===== src/rtl/mpo_pin_sel.sv =====
module mpo_pin_sel (
  input  logic       clk,
  input  logic       rst_n,
  input  logic       sel_we,
  input  logic [2:0] sel_wdata,
  input  logic       rts_set,
  input  logic       rts_clr,
  input  logic       auto_tx_en,
  input  logic       auto_rx_en,
  input  logic       tx_shift_done,
  input  logic       rx_full,
  input  logic       ctr_out,
  input  logic       tx_clk_1x,
  input  logic       tx_clk_16x,
  input  logic       rx_clk_1x,
  input  logic       rx_clk_16x,
  input  logic       tx_rdy,
  input  logic       rx_rdy_ffull,
  input  logic       mpp_out_mode,
  output logic       mpo,
  output logic       mpp_oe,
  output logic       mpp_tx_rdy,
  output logic       mpp_rx_rdy
);

  localparam logic [2:0] SEL_RTS = 3'd0;
  localparam logic [2:0] SEL_CTR = 3'd1;
  localparam logic [2:0] SEL_TX1 = 3'd2;
  localparam logic [2:0] SEL_TX16 = 3'd3;
  localparam logic [2:0] SEL_RX1 = 3'd4;
  localparam logic [2:0] SEL_RX16 = 3'd5;
  localparam logic [2:0] SEL_TXR = 3'd6;

  logic [2:0] sel_q;
  logic       rts_q;
  logic       auto_neg;

  always_ff @(posedge clk or negedge rst_n)
    if (!rst_n)      sel_q <= SEL_RTS;
    else if (sel_we) sel_q <= sel_wdata;

  assign auto_neg = (auto_tx_en & tx_shift_done) | (auto_rx_en & rx_full);

  always_ff @(posedge clk or negedge rst_n)
    if (!rst_n)                   rts_q <= 1'b0;
    else if (rts_set)             rts_q <= 1'b1;
    else if (rts_clr || auto_neg) rts_q <= 1'b0;

  always_comb
    case (sel_q)
      SEL_RTS:  mpo = ~rts_q;
      SEL_CTR:  mpo = ctr_out;
      SEL_TX1:  mpo = tx_clk_1x;
      SEL_TX16: mpo = tx_clk_16x;
      SEL_RX1:  mpo = rx_clk_1x;
      SEL_RX16: mpo = rx_clk_16x;
      SEL_TXR:  mpo = tx_rdy;
      default:  mpo = rx_rdy_ffull;
    endcase

  assign mpp_oe     = mpp_out_mode;
  assign mpp_tx_rdy = mpp_out_mode & tx_rdy;
  assign mpp_rx_rdy = mpp_out_mode & rx_rdy_ffull;


  sel_load_chk: assert property (@(posedge clk) disable iff (!rst_n)
    sel_we |=> sel_q == $past(sel_wdata));

  sel_hold_chk: assert property (@(posedge clk) disable iff (!rst_n)
    !sel_we |=> $stable(sel_q));

  rts_set_chk: assert property (@(posedge clk) disable iff (!rst_n)
    rts_set |=> rts_q);

  rts_clr_chk: assert property (@(posedge clk) disable iff (!rst_n)
    (rts_clr && !rts_set) |=> !rts_q);

  auto_tx_chk: assert property (@(posedge clk) disable iff (!rst_n)
    (auto_tx_en && tx_shift_done && !rts_set) |=> !rts_q);

  auto_rx_chk: assert property (@(posedge clk) disable iff (!rst_n)
    (auto_rx_en && rx_full && !rts_set) |=> !rts_q);

  rts_hold_chk: assert property (@(posedge clk) disable iff (!rst_n)
    (!rts_set && !rts_clr && !(auto_tx_en && tx_shift_done) && !(auto_rx_en && rx_full))
      |=> $stable(rts_q));

endmodule


===== config.mk =====
export PLATFORM = sky130hd
export DESIGN_NAME = mpo_pin_sel
export DESIGN_NICKNAME = d
export VERILOG_FILES = /design/src/rtl/mpo_pin_sel.sv
export SDC_FILE = /design/constraint.sdc
export NUM_CORES = 1
export LEC_CHECK = 0
export BUFFER_PORTS_ARGS = -buffer_cell sky130_fd_sc_hd__buf_2
export CELL_PAD_IN_SITES_DETAIL_PLACEMENT = 1
export CELL_PAD_IN_SITES_GLOBAL_PLACEMENT = 1
export CORE_AREA = 2 2 39 41
export CTS_CLUSTER_DIAMETER = 80
export DETAILED_ROUTE_END_ITERATION = 10
export DIE_AREA = 0 0 41 43
export PLACE_DENSITY_LB_ADDON = 0.1
export REMOVE_ABC_BUFFERS = 1
export SYNTH_ARGS = -nofsm -noshare
export SYNTH_HDL_FRONTEND = slang
export SYNTH_SLANG_ARGS = --single-unit
export TNS_END_PERCENT = 5

===== constraint.sdc =====
create_clock -name clk -period 2.3 [get_ports clk]
set_input_delay 0.23 -clock clk [delete_from_list [all_inputs] [get_ports clk]]
set_output_delay 0.23 -clock clk [all_outputs]
set_load 0.005 [all_outputs]

## Yosys cells after proc, flatten, opt, wreduce, memory -nomap -nowiden

Cells that the tools add are included.

- Flip-flop bits (word level): 4
- Input port bits: 20
- Output and inout port bits: 4
- Logic and storage cells: 20

- Eq/ne operators: 6
- Muxes and demuxes: 3
- Bitwise gates (word level): 6
- Reduce and logical (&&, ||, !) cells: 3

Operators by type and width:

| operator | number |
|---|---|
| $eq A3 B3 Y1 const B | 3 |
| $pmux W1 S7 | 1 |
| $eq A3 B2 Y1 const B | 2 |
| $and A1 B1 Y1 | 4 |
| $eq A3 B1 Y1 const B | 1 |
| $logic_not A3 Y1 | 1 |
| $mux W1 | 2 |
| $reduce_bool A2 Y1 | 1 |
| $logic_or A1 B1 Y1 | 1 |
| $not A1 Y1 | 1 |
| $or A1 B1 Y1 | 1 |

## Depth between registers and ports, before layout

Gate-level depths: netlist of run 1.

- Depth after elaboration: 5
- Depth in mapped cells: 3
- Depth with buffers taken out: 3

## Least setup slack after synthesis of run 1

OpenSTA, ideal clock, no wires.

- Path kind: register to output
- From: register sel_q[0]
- To: output mpo
- Arrival: 1.161 ns
- Slack: 0.909 ns
- Cell stages (with the launch flop): 3
- Buffers on the path: 0
- Path through: dfrtp_1 > mux4_1 > mux2_2

- Cells in the longest elaborated chain, start to end: 2
- Elaborated cells between the ends (all ways): 8

RTL lines:

| element | RTL line | RTL |
|---|---|---|
| start, declared | 34 | `logic [2:0] sel_q;` |
| start signal, assigned | 40 | `else if (sel_we) sel_q <= sel_wdata;` |
| $eq A3 B3 Y1, or another cell as far along | 50 | `case (sel_q)` |
| $pmux W1 S7 * | 50 |  |
| end, declared | 20 | `output logic mpo,` |

Mark *: on every way between the ends. The rest lies on a longest branch, timed or not.

## Final worst setup path of run 1

Same ends and word-level chain as after synthesis.

==> qor.json, run 1 <==
{
  "run_status": {"value": "completed"},
  "power.switching_fraction": {"value": 21.33, "unit": "%"},
  "synth_top_flop_cell": {"value": "sky130_fd_sc_hd__dfrtp_1"},
  "pwr-share-seq": {"value": 38.2, "unit": "%"},
  "global_placement_routability_congestion": {"value": 0.5358},
  "grt_start_max_net_pins": {"value": 5},
  "port_buffers": {"value": 23},
  "cts_tree": {"value": "done"},
  "required": {"value": 2.07, "unit": "ns"},
  "design.core.area": {"value": 1384, "unit": "um2"},
  "ys_async_sr_fraction": {"value": 100.0, "unit": "%"},
  "gr-total-overflow": {"value": 0},
  "number_of_buffers_inserted_during_clock_tree_synthesis": {"value": 3},
  "slowest_stage": {"value": "sky130_fd_sc_hd__mux4_1"},
  "route.detailed.drc": {"value": 0},
  "finalHoldViolations": {"value": 0},
  "yosysUniqueCellTypes": {"value": 9},
  "yosysTopAreaCell": {"value": "sky130_fd_sc_hd__dfrtp_1"},
  "placementRows": {"value": 14},
  "reg2regPathDepth": {"value": 1},
  "synth_top_family_by_area": {"value": "multiplexers"},
  "worstPathCellList": {"value": "mux4_1 -> mux2_2 -> buf_2"},
  "final_period_minus_worst_setup_slack": {"value": 1.775, "unit": "ns"},
  "yosys-top-cells-count": {"value": "sky130_fd_sc_hd__dfrtp_1 (4), sky130_fd_sc_hd__mux2_1 (3), sky130_fd_sc_hd__and2_1 (2), sky130_fd_sc_hd__inv_1 (2), sky130_fd_sc_hd__mux4_1 (2)"},
  "slew_viol_final": {"value": 0},
  "initial_utilization": {"value": 17.45, "unit": "%"},
  "numPlacedInstances": {"value": 55},
  "synthAdderAreaFrac": {"value": 0, "unit": "%"},
  "hold_path_end": {"value": "rts_q$_DFFE_PN0P_"},
  "cts_buffer_depth": {"value": 2},
  "route.final.wire_length": {"value": 656, "unit": "um"},
  "layout-drive-gt1-share": {"value": 62.79, "unit": "%"},
  "synth_seq_area_share": {"value": 41.45, "unit": "%"},
  "final_min_period_over_clock_period": {"value": 77.19, "unit": "%"},
  "final.setup.worst_slack": {"value": 0.5247, "unit": "ns"},
  "layoutNonFillerInstCount": {"value": 59},
  "hold-path-cell-count": {"value": 2},
  "p_leak": {"value": 0.2164, "unit": "nW"},
  "timing.reg2reg.setup_slack": {"value": 1.48, "unit": "ns"},
  "first_global_vias": {"value": 249},
  "simple_gate_fraction_of_synth_area": {"value": 5.181, "unit": "%"},
  "wire_per_inst": {"value": 11.12, "unit": "um"},
  "design.portCount": {"value": 24},
  "p_sw": {"value": 0.04570, "unit": "mW"},
  "gr-usage-all-layers": {"value": 9.375, "unit": "%"},
  "routed-via-count": {"value": 245},
  "yosys_warnings": {"value": 0},
  "worst_case_setup_slack_after_placement": {"value": 0.7669, "unit": "ns"},
  "critPathKind": {"value": "flip-flop to output port"},
  "cp-start-kind": {"value": "flip-flop"},
  "die_x": {"value": 41, "unit": "um"},
  "post_synth_main_area_contributors": {"value": "sky130_fd_sc_hd__dfrtp_1 (41%), sky130_fd_sc_hd__mux4_1 (22%), sky130_fd_sc_hd__mux2_1 (14%)"},
  "nFillCells": {"value": 173},
  "syn-cell-area": {"value": 241.5, "unit": "um2"},
  "grt_pass1_wl": {"value": 972, "unit": "um"},
  "p_per_area": {"value": 533.4, "unit": "nW/um2"},
  "vdd_ir_drop_max": {"value": 0.1901, "unit": "mV"},
  "total_area_of_multi_input_combinational_cells": {"value": 126.4, "unit": "um2"},
  "setup.worst_path.end_class": {"value": "output port"},
  "synthMuxAreaShare": {"value": 40.41, "unit": "%"},
  "synth_seq_cells": {"value": 4},
  "areaGrowthSynthToFinish": {"value": 66.32, "unit": "%"},
  "synth_top_area_share": {"value": 41.45, "unit": "%"},
  "fin_skew": {"value": 0, "unit": "ns"},
  "drt_pass1_iterations": {"value": 1},
  "synth_xor_xnor_area_share": {"value": 0, "unit": "%"},
  "via_per_inst": {"value": 4.153},
  "max_clk_rate": {"value": 563.3, "unit": "MHz"},
  "crit-reg2reg-launch": {"value": "sel_q[0]$_DFFE_PN0P_"},
  "p_int": {"value": 0.1685, "unit": "mW"},
  "setup_repair_after_global_routing_missed_its_margin": {"value": "no"},
  "synth-compound-area-share": {"value": 6.736, "unit": "%"},
  "timing.max_slew.rel_slack": {"value": 84.51, "unit": "%"},
  "cp_max_fo": {"value": 3},
  "die-height": {"value": 43, "unit": "um"},
  "drt.antenna.violating_nets": {"value": 0},
  "antenna_cells_inserted": {"value": 0},
  "maxCapViolCount": {"value": 0},
  "clock-sinks": {"value": 4},
  "post_synth_edffs": {"value": 0},
  "critical-path-max-stage-delay": {"value": 0.55, "unit": "ns"},
  "cts_resized": {"value": 0},
  "power.combinational.fraction": {"value": 22.3, "unit": "%"},
  "finalNetCount": {"value": 65},
  "h_tree_level_count": {"value": 1},
  "final-setup-viol-count": {"value": 0},
  "synth.avg_cell_area": {"value": 14.20, "unit": "um2"},
  "hold_wc_startpoint": {"value": "rts_clr"},
  "grt_antenna_before_repair": {"value": 0},
  "synthesis.instances": {"value": 17},
  "clk_pin_slew_worst_paths": {"value": 0.04, "unit": "ns"},
  "clk_latency": {"value": 0.23, "unit": "ns"},
  "worstPathArrival": {"value": 1.55, "unit": "ns"},
  "detail_route.iter0.violations": {"value": 0},
  "root_buffer": {"value": "sky130_fd_sc_hd__clkbuf_4"},
  "crit-reg2reg-capture": {"value": "sel_q[0]$_DFFE_PN0P_"},
  "hold_class": {"value": "input pin to flip-flop"},
  "storage_cell_area": {"value": 100.1, "unit": "um2"},
  "clkPwrFrac": {"value": 39.5, "unit": "%"},
  "worstMarginPinSlew": {"value": 0.2304, "unit": "ns"},
  "fin_tns_setup": {"value": 0, "unit": "ns"},
  "synth_most_common_cell": {"value": "sky130_fd_sc_hd__dfrtp_1"},
  "floorplan.die_area": {"value": 1763, "unit": "um2"}
}
metrics by stage:
stage,util [%],power (mW),area (um2),hold WS [ns]
CTS,29.02,0.2234,401.6,0.1877
detailed placement,26.67,0.1308,369.1,0.04814
global route,29.02,0.2327,401.6,0.2023
floorplan,-,0.1031,234.0,-0.06559
global placement,26.67,0.1288,369.1,0.04161
finish,29.02,0.2142,401.6,0.1989
worst max-delay path: cells and delay by family, from the launching register on:
kind | cells | cell delay (ns)
flip-flops | 1 | 0.37
buffers and inverters | 1 | 0.12
multiplexers | 2 | 0.82
power by group through the flow:
stage / combinational, mW / sequential, mW / clock [mW]
finish: 0.0479 / 0.0818 / 0.0846
floorplan: 0.0215 / 0.0815 / 0
global placement: 0.0460 / 0.0828 / 0
global route: 0.0532 / 0.0825 / 0.0971
detailed placement: 0.0479 / 0.0830 / 0
CTS: 0.0494 / 0.0821 / 0.0919
layer usage:
| layer | vias to the layer above | track usage (%) | share of wire (%) | wire length [um] |
|---|---|---|---|---|
| met4 | 0 | 8.000 | 0 | 0 |
| met2 | 12 | 15.94 | 61 | 400 |
| met1 | 115 | 5.537 | 29 | 188 |
| met5 | - | 0 | 0 | 0 |
| li1 | 118 | - | - | - |
| met3 | 0 | 6.806 | 10 | 66 |
kinds of logic after synthesis:
logic type	after synthesis
muxes	6
AOI/OAI and AO/OA	2
and+or+nand+nor	2
buffers and inverters	3
DFF	4
layout by cell type (no fill, tap or decap):
cell / Yosys / layout
sky130_fd_sc_hd__o31ai_1: 1 / 1
sky130_fd_sc_hd__and2_1: 2 / 2
sky130_fd_sc_hd__dfrtp_1: 4 / 4
sky130_fd_sc_hd__inv_1: 2 / 2
sky130_fd_sc_hd__dlygate4sd3_1: 0 / 1
sky130_fd_sc_hd__mux2_2: 1 / 1
sky130_fd_sc_hd__a22o_1: 1 / 1
sky130_fd_sc_hd__clkbuf_4: 0 / 3
sky130_fd_sc_hd__mux4_1: 2 / 2
sky130_fd_sc_hd__buf_2: 0 / 23
sky130_fd_sc_hd__mux2_1: 3 / 3
layout make-up:
cell class / count / share of cell area, %
clock buffer: 3 / 5.607
multi-input combinational: 10 / 31.46
sequential: 4 / 24.92
timing repair buffer: 24 / 31.15
tap: 16 / 4.984
inverter: 2 / 1.869
state kept, by name (all words and copies together), names as in the netlist:
signal  flops
rts_q       1
sel_q       3
worst max path at each step:
stage	startpoint	to	slack [ns]	cells past startpoint
floorplan	sel_q[0]$_DFFE_PN0P_	mpo	0.91	2
global placement	sel_q[0]$_DFFE_PN0P_	mpo	0.78	3
detailed placement	sel_q[0]$_DFFE_PN0P_	mpo	0.77	3
CTS	sel_q[0]$_DFFE_PN0P_	mpo	0.50	3
global route	sel_q[0]$_DFFE_PN0P_	mpo	0.47	3
finish	sel_q[0]$_DFFE_PN0P_	mpo	0.52	3
repair_timing:
action                                 CTS  global route
buffers inserted                         0             0
endpoints found under the hold margin    4             0
hold buffers                             1             0
Note: power is estimated with default switching activity, not from simulation.
==> run 2, diff against run 1 <==
Settings changed: ABC_AREA from default to 1, CORE_AREA 2 2 39 41 to default, CORE_ASPECT_RATIO from default to 1.1, CORE_UTILIZATION from default to 17, DIE_AREA 0 0 41 43 to default.
Clock period 2.3 ns to 1.4 ns, I/O delays scaled along.
==> qor.json, run 2 <==
{
  "grt_start_max_net_pins": {"value": 7, "change": "+2"},
  "p_per_area": {"value": 882.1, "unit": "nW/um2", "change": "+65%"},
  "vdd_ir_drop_max": {"value": 0.3482, "unit": "mV", "change": "+83%"},
  "maxCapViolCount": {"value": 0, "change": "unchanged"},
  "worstPathBufferInverterCount": {"value": 2, "change": "+1"},
  "number_of_buffers_inserted_during_clock_tree_synthesis": {"value": 3, "change": "unchanged"},
  "finalHoldViolations": {"value": 0, "change": "unchanged"},
  "hold_class": {"value": "input pin to flip-flop"},
  "synth_top_area_share": {"value": 40.40, "unit": "%", "change": "-1.0 points"},
  "route.final.wire_length": {"value": 764, "unit": "um", "change": "+16%"},
  "finalPower": {"value": 0.3598, "unit": "mW", "change": "+68%"},
  "numPlacedInstances": {"value": 76, "change": "+38%"},
  "grt_antenna_before_repair": {"value": 0, "change": "unchanged"},
  "initial_utilization": {"value": 18.13, "unit": "%", "change": "+0.68 points"},
  "first_global_vias": {"value": 343, "change": "+38%"},
  "reg2regPathDepth": {"value": 2, "change": "+1"},
  "critPathKind": {"value": "flip-flop to output port"},
  "yosys-top-cells-count": {"value": "sky130_fd_sc_hd__nand2_1 (16), sky130_fd_sc_hd__nand3_1 (7), sky130_fd_sc_hd__inv_1 (5)"},
  "critical_path_depth": {"value": 6, "change": "+3"},
  "storage_cell_area": {"value": 100.1, "unit": "um2", "change": "unchanged"},
  "wire_per_inst": {"value": 9.550, "unit": "um", "change": "-14%"},
  "required": {"value": 1.26, "unit": "ns", "change": "-0.81 ns"},
  "drt_pass1_iterations": {"value": 4, "change": "+3"},
  "whs": {"value": 0.1059, "unit": "ns", "change": "-0.09303 ns"},
  "clk_pin_slew_worst_paths": {"value": 0.04, "unit": "ns", "change": "about the same"},
  "floorplan.die_area": {"value": 1614, "unit": "um2", "change": "-8.5%"},
  "yosys_warnings": {"value": 0, "change": "unchanged"},
  "worst_path_dominant_cell_family": {"value": "flip-flops"},
  "detailed_place.area": {"value": 375.4, "unit": "um2", "change": "+1.7%"},
  "routed-via-count": {"value": 333, "change": "+36%"},
  "run_status": {"value": "completed"},
  "global_placement_routability_congestion": {"value": 0.6683, "change": "+25%"},
  "port_buffers": {"value": 23, "change": "unchanged"},
  "synth_seq_area_share": {"value": 40.40, "unit": "%", "change": "-1.0 points"},
  "final_period_minus_worst_setup_slack": {"value": 1.243, "unit": "ns"},
  "yosysTopAreaCell": {"value": "sky130_fd_sc_hd__dfrtp_1"},
  "worst_case_setup_slack_after_placement": {"value": 0.3897, "unit": "ns", "change": "-0.3772 ns"},
  "timing.max_slew.rel_slack": {"value": 89.83, "unit": "%", "change": "+5.3 points"},
  "synth_most_common_cell": {"value": "sky130_fd_sc_hd__nand2_1"},
  "root_buffer": {"value": "sky130_fd_sc_hd__clkbuf_4"},
  "placementRows": {"value": 14, "change": "unchanged"},
  "cts_resized": {"value": 0, "change": "unchanged"},
  "yosysUniqueCellTypes": {"value": 8, "change": "-1"},
  "final.setup.worst_slack": {"value": 0.1570, "unit": "ns", "change": "-0.3677 ns"},
  "total_area_of_multi_input_combinational_cells": {"value": 117.6, "unit": "um2", "change": "-6.9%"},
  "p_sw": {"value": 0.09391, "unit": "mW", "change": "+110%"},
  "die-height": {"value": 42.04, "unit": "um", "change": "-2.2%"},
  "ys_async_sr_fraction": {"value": 100.0, "unit": "%", "change": "unchanged"},
  "utilization_after_layout": {"value": 29.85, "unit": "%", "change": "+0.83 points"},
  "dp_hpwl": {"value": 657.7, "unit": "um"},
  "cts_setup_buffers": {"value": 0, "change": "unchanged"},
  "antenna_cells_inserted": {"value": 0, "change": "unchanged"},
  "synth_seq_cells": {"value": 4, "change": "unchanged"},
  "areaGrowthSynthToFinish": {"value": 64.65, "unit": "%"},
  "fin_tns_setup": {"value": 0, "unit": "ns", "change": "unchanged"},
  "synthesis.instances": {"value": 38, "change": "+21"},
  "final-setup-viol-count": {"value": 0, "change": "unchanged"},
  "fin_skew": {"value": 0, "unit": "ns", "change": "unchanged"},
  "synth.avg_cell_area": {"value": 6.519, "unit": "um2", "change": "-54%"},
  "slowest_stage": {"value": "sky130_fd_sc_hd__dfrtp_1"},
  "p_leak": {"value": 0.2501, "unit": "nW", "change": "+16%"},
  "design.core.area": {"value": 1366, "unit": "um2", "change": "-1.3%"},
  "h_tree_level_count": {"value": 1, "change": "unchanged"},
  "finalNetCount": {"value": 86, "change": "+32%"},
  "hold-path-cell-count": {"value": 2, "change": "unchanged"},
  "worstMarginPinSlew": {"value": 0.1509, "unit": "ns", "change": "-0.07946 ns"},
  "power.combinational.fraction": {"value": 23.4, "unit": "%", "change": "+1.1 points"},
  "worstPathCellList": {"value": "inv_2 -> nand2_1 -> nand3_1 -> nand3_1 -> nand2_1 -> buf_2"},
  "gr-usage-all-layers": {"value": 11.21, "unit": "%", "change": "+1.8 points"},
  "cts_tree": {"value": "done"},
  "pwr-share-seq": {"value": 37.4, "unit": "%", "change": "-0.8 points"},
  "layout-drive-gt1-share": {"value": 42.19, "unit": "%", "change": "-21 points"},
  "route.detailed.drc": {"value": 0, "change": "unchanged"},
  "largest_register_ffs": {"value": 3, "change": "unchanged"},
  "cp_max_fo": {"value": 5, "change": "+2"},
  "setup_repair_after_global_routing_missed_its_margin": {"value": "no"},
  "syn-cell-area": {"value": 247.7, "unit": "um2", "change": "+2.6%"},
  "cts_buffer_depth": {"value": 2, "change": "unchanged"},
  "clk_latency": {"value": 0.23, "unit": "ns", "change": "about the same"},
  "power.switching_fraction": {"value": 26.10, "unit": "%", "change": "+4.8 points"},
  "clkPwrFrac": {"value": 39.1, "unit": "%", "change": "-0.4 points"},
  "nFillCells": {"value": 187, "change": "+8.1%"},
  "die_x": {"value": 38.40, "unit": "um", "change": "-6.4%"},
  "largestRegisters": {"value": "sel_q (3), rts_q (1)"},
  "drt.antenna.violating_nets": {"value": 0, "change": "unchanged"},
  "mostFrequentLayoutCell": {"value": "sky130_fd_sc_hd__buf_2"},
  "layoutNonFillerInstCount": {"value": 80, "change": "+36%"},
  "detail_route.iter0.violations": {"value": 2, "change": "+2"},
  "worstPathArrival": {"value": 1.10, "unit": "ns", "change": "-0.45 ns"},
  "fin_area": {"value": 407.9, "unit": "um2", "change": "+1.6%"},
  "critical-path-max-stage-delay": {"value": 0.41, "unit": "ns", "change": "-0.14 ns"},
  "layout_common_cells": {"value": "sky130_fd_sc_hd__buf_2 (23), sky130_fd_sc_hd__nand2_1 (16), sky130_fd_sc_hd__nand3_1 (7)"},
  "slew_viol_final": {"value": 0, "change": "unchanged"},
  "post_synth_edffs": {"value": 0, "change": "unchanged"},
  "synth_top_flop_cell": {"value": "sky130_fd_sc_hd__dfrtp_1"},
  "grt_pass1_wl": {"value": 1.235, "unit": "mm", "change": "+27%"},
  "clock-sinks": {"value": 4, "change": "unchanged"},
  "gr-total-overflow": {"value": 0, "change": "unchanged"},
  "max_clk_rate": {"value": 804.5, "unit": "MHz"},
  "via_per_inst": {"value": 4.163, "change": "+0.24%"},
  "cp-start-kind": {"value": "flip-flop"},
  "post_synth_main_area_contributors": {"value": "sky130_fd_sc_hd__dfrtp_1 (40%), sky130_fd_sc_hd__nand2_1 (24%), sky130_fd_sc_hd__nand3_1 (14%)"},
  "design.portCount": {"value": 24, "change": "unchanged"},
  "final_min_period_over_clock_period": {"value": 88.79, "unit": "%"},
  "p_int": {"value": 0.2659, "unit": "mW", "change": "+58%"},
  "setup.worst_path.end_class": {"value": "output port"},
  "max_flop_register": {"value": "sel_q"}
}
## run 2: logic make-up after synthesis
logic type / after synthesis / synth area share (%)
AND/OR/NAND/NOR: 23 / 38.38
buffers and inverters: 7 / 12.12
flip-flops: 4 / 40.41
AO/OA/AOI/OAI: 4 / 9.090
## run 2: timing repair
item / CTS / global route
endpoints found under the setup margin: 0 / 0
hold buffers: 1 / 0
hold endpoints to repair: 4 / 0
## run 2: power groups by stage
| stage | clock [mW] | sequential [mW] | combinational, mW |
|---|---|---|---|
| 2_1_floorplan | 0 | 0.134 | 0.0364 |
| 3_3_place_gp | 0 | 0.135 | 0.0836 |
| 3_5_place_dp | 0 | 0.136 | 0.0838 |
| 4_1_cts | 0.148 | 0.135 | 0.0867 |
| 5_1_grt | 0.158 | 0.136 | 0.0972 |
| 6_report | 0.141 | 0.135 | 0.0844 |
## run 2: per-layer routing
| layer | vias to the layer above | global-route usage [%] | part of all wire (%) |
|---|---|---|---|
| met1 | 148 | 11.90 | 40 |
| met4 | 0 | 8.276 | 0 |
| met2 | 15 | 17.97 | 51 |
| met5 | - | 0 | 0 |
| li1 | 170 | - | - |
| met3 | 0 | 3.191 | 8.4 |
## run 2: worst paths after layout
kind / to / slack, ns / start
worst max-delay path: mpo / 0.16 / sel_q[0]$_DFFE_PN0P_
max in group asynchronous: sel_q[1]$_DFFE_PN0P_ / 1.03 / rst_n
worst min-delay path: rts_q$_DFFE_PN0P_ / 0.11 / rts_clr
worst min register to register: rts_q$_DFFE_PN0P_ / 0.58 / rts_q$_DFFE_PN0P_
worst max register to register: sel_q[0]$_DFFE_PN0P_ / 0.68 / sel_q[0]$_DFFE_PN0P_
min in group asynchronous: sel_q[2]$_DFFE_PN0P_ / 0.24 / rst_n
## run 2: worst register-to-register path: stages, from the launching register on
cell and delay, ns:
sky130_fd_sc_hd__dfrtp_1 0.41, sky130_fd_sc_hd__inv_2 0.11, sky130_fd_sc_hd__o21ai_0 0.08
## run 2: final cells by class
class | count | share of cell area [%]
Timing Repair Buffer | 24 | 30.67
Multi-Input combinational cell | 27 | 28.83
Sequential cell | 4 | 24.54
Clock buffer | 3 | 5.521
Inverter | 6 | 5.521
Tap cell | 16 | 4.908
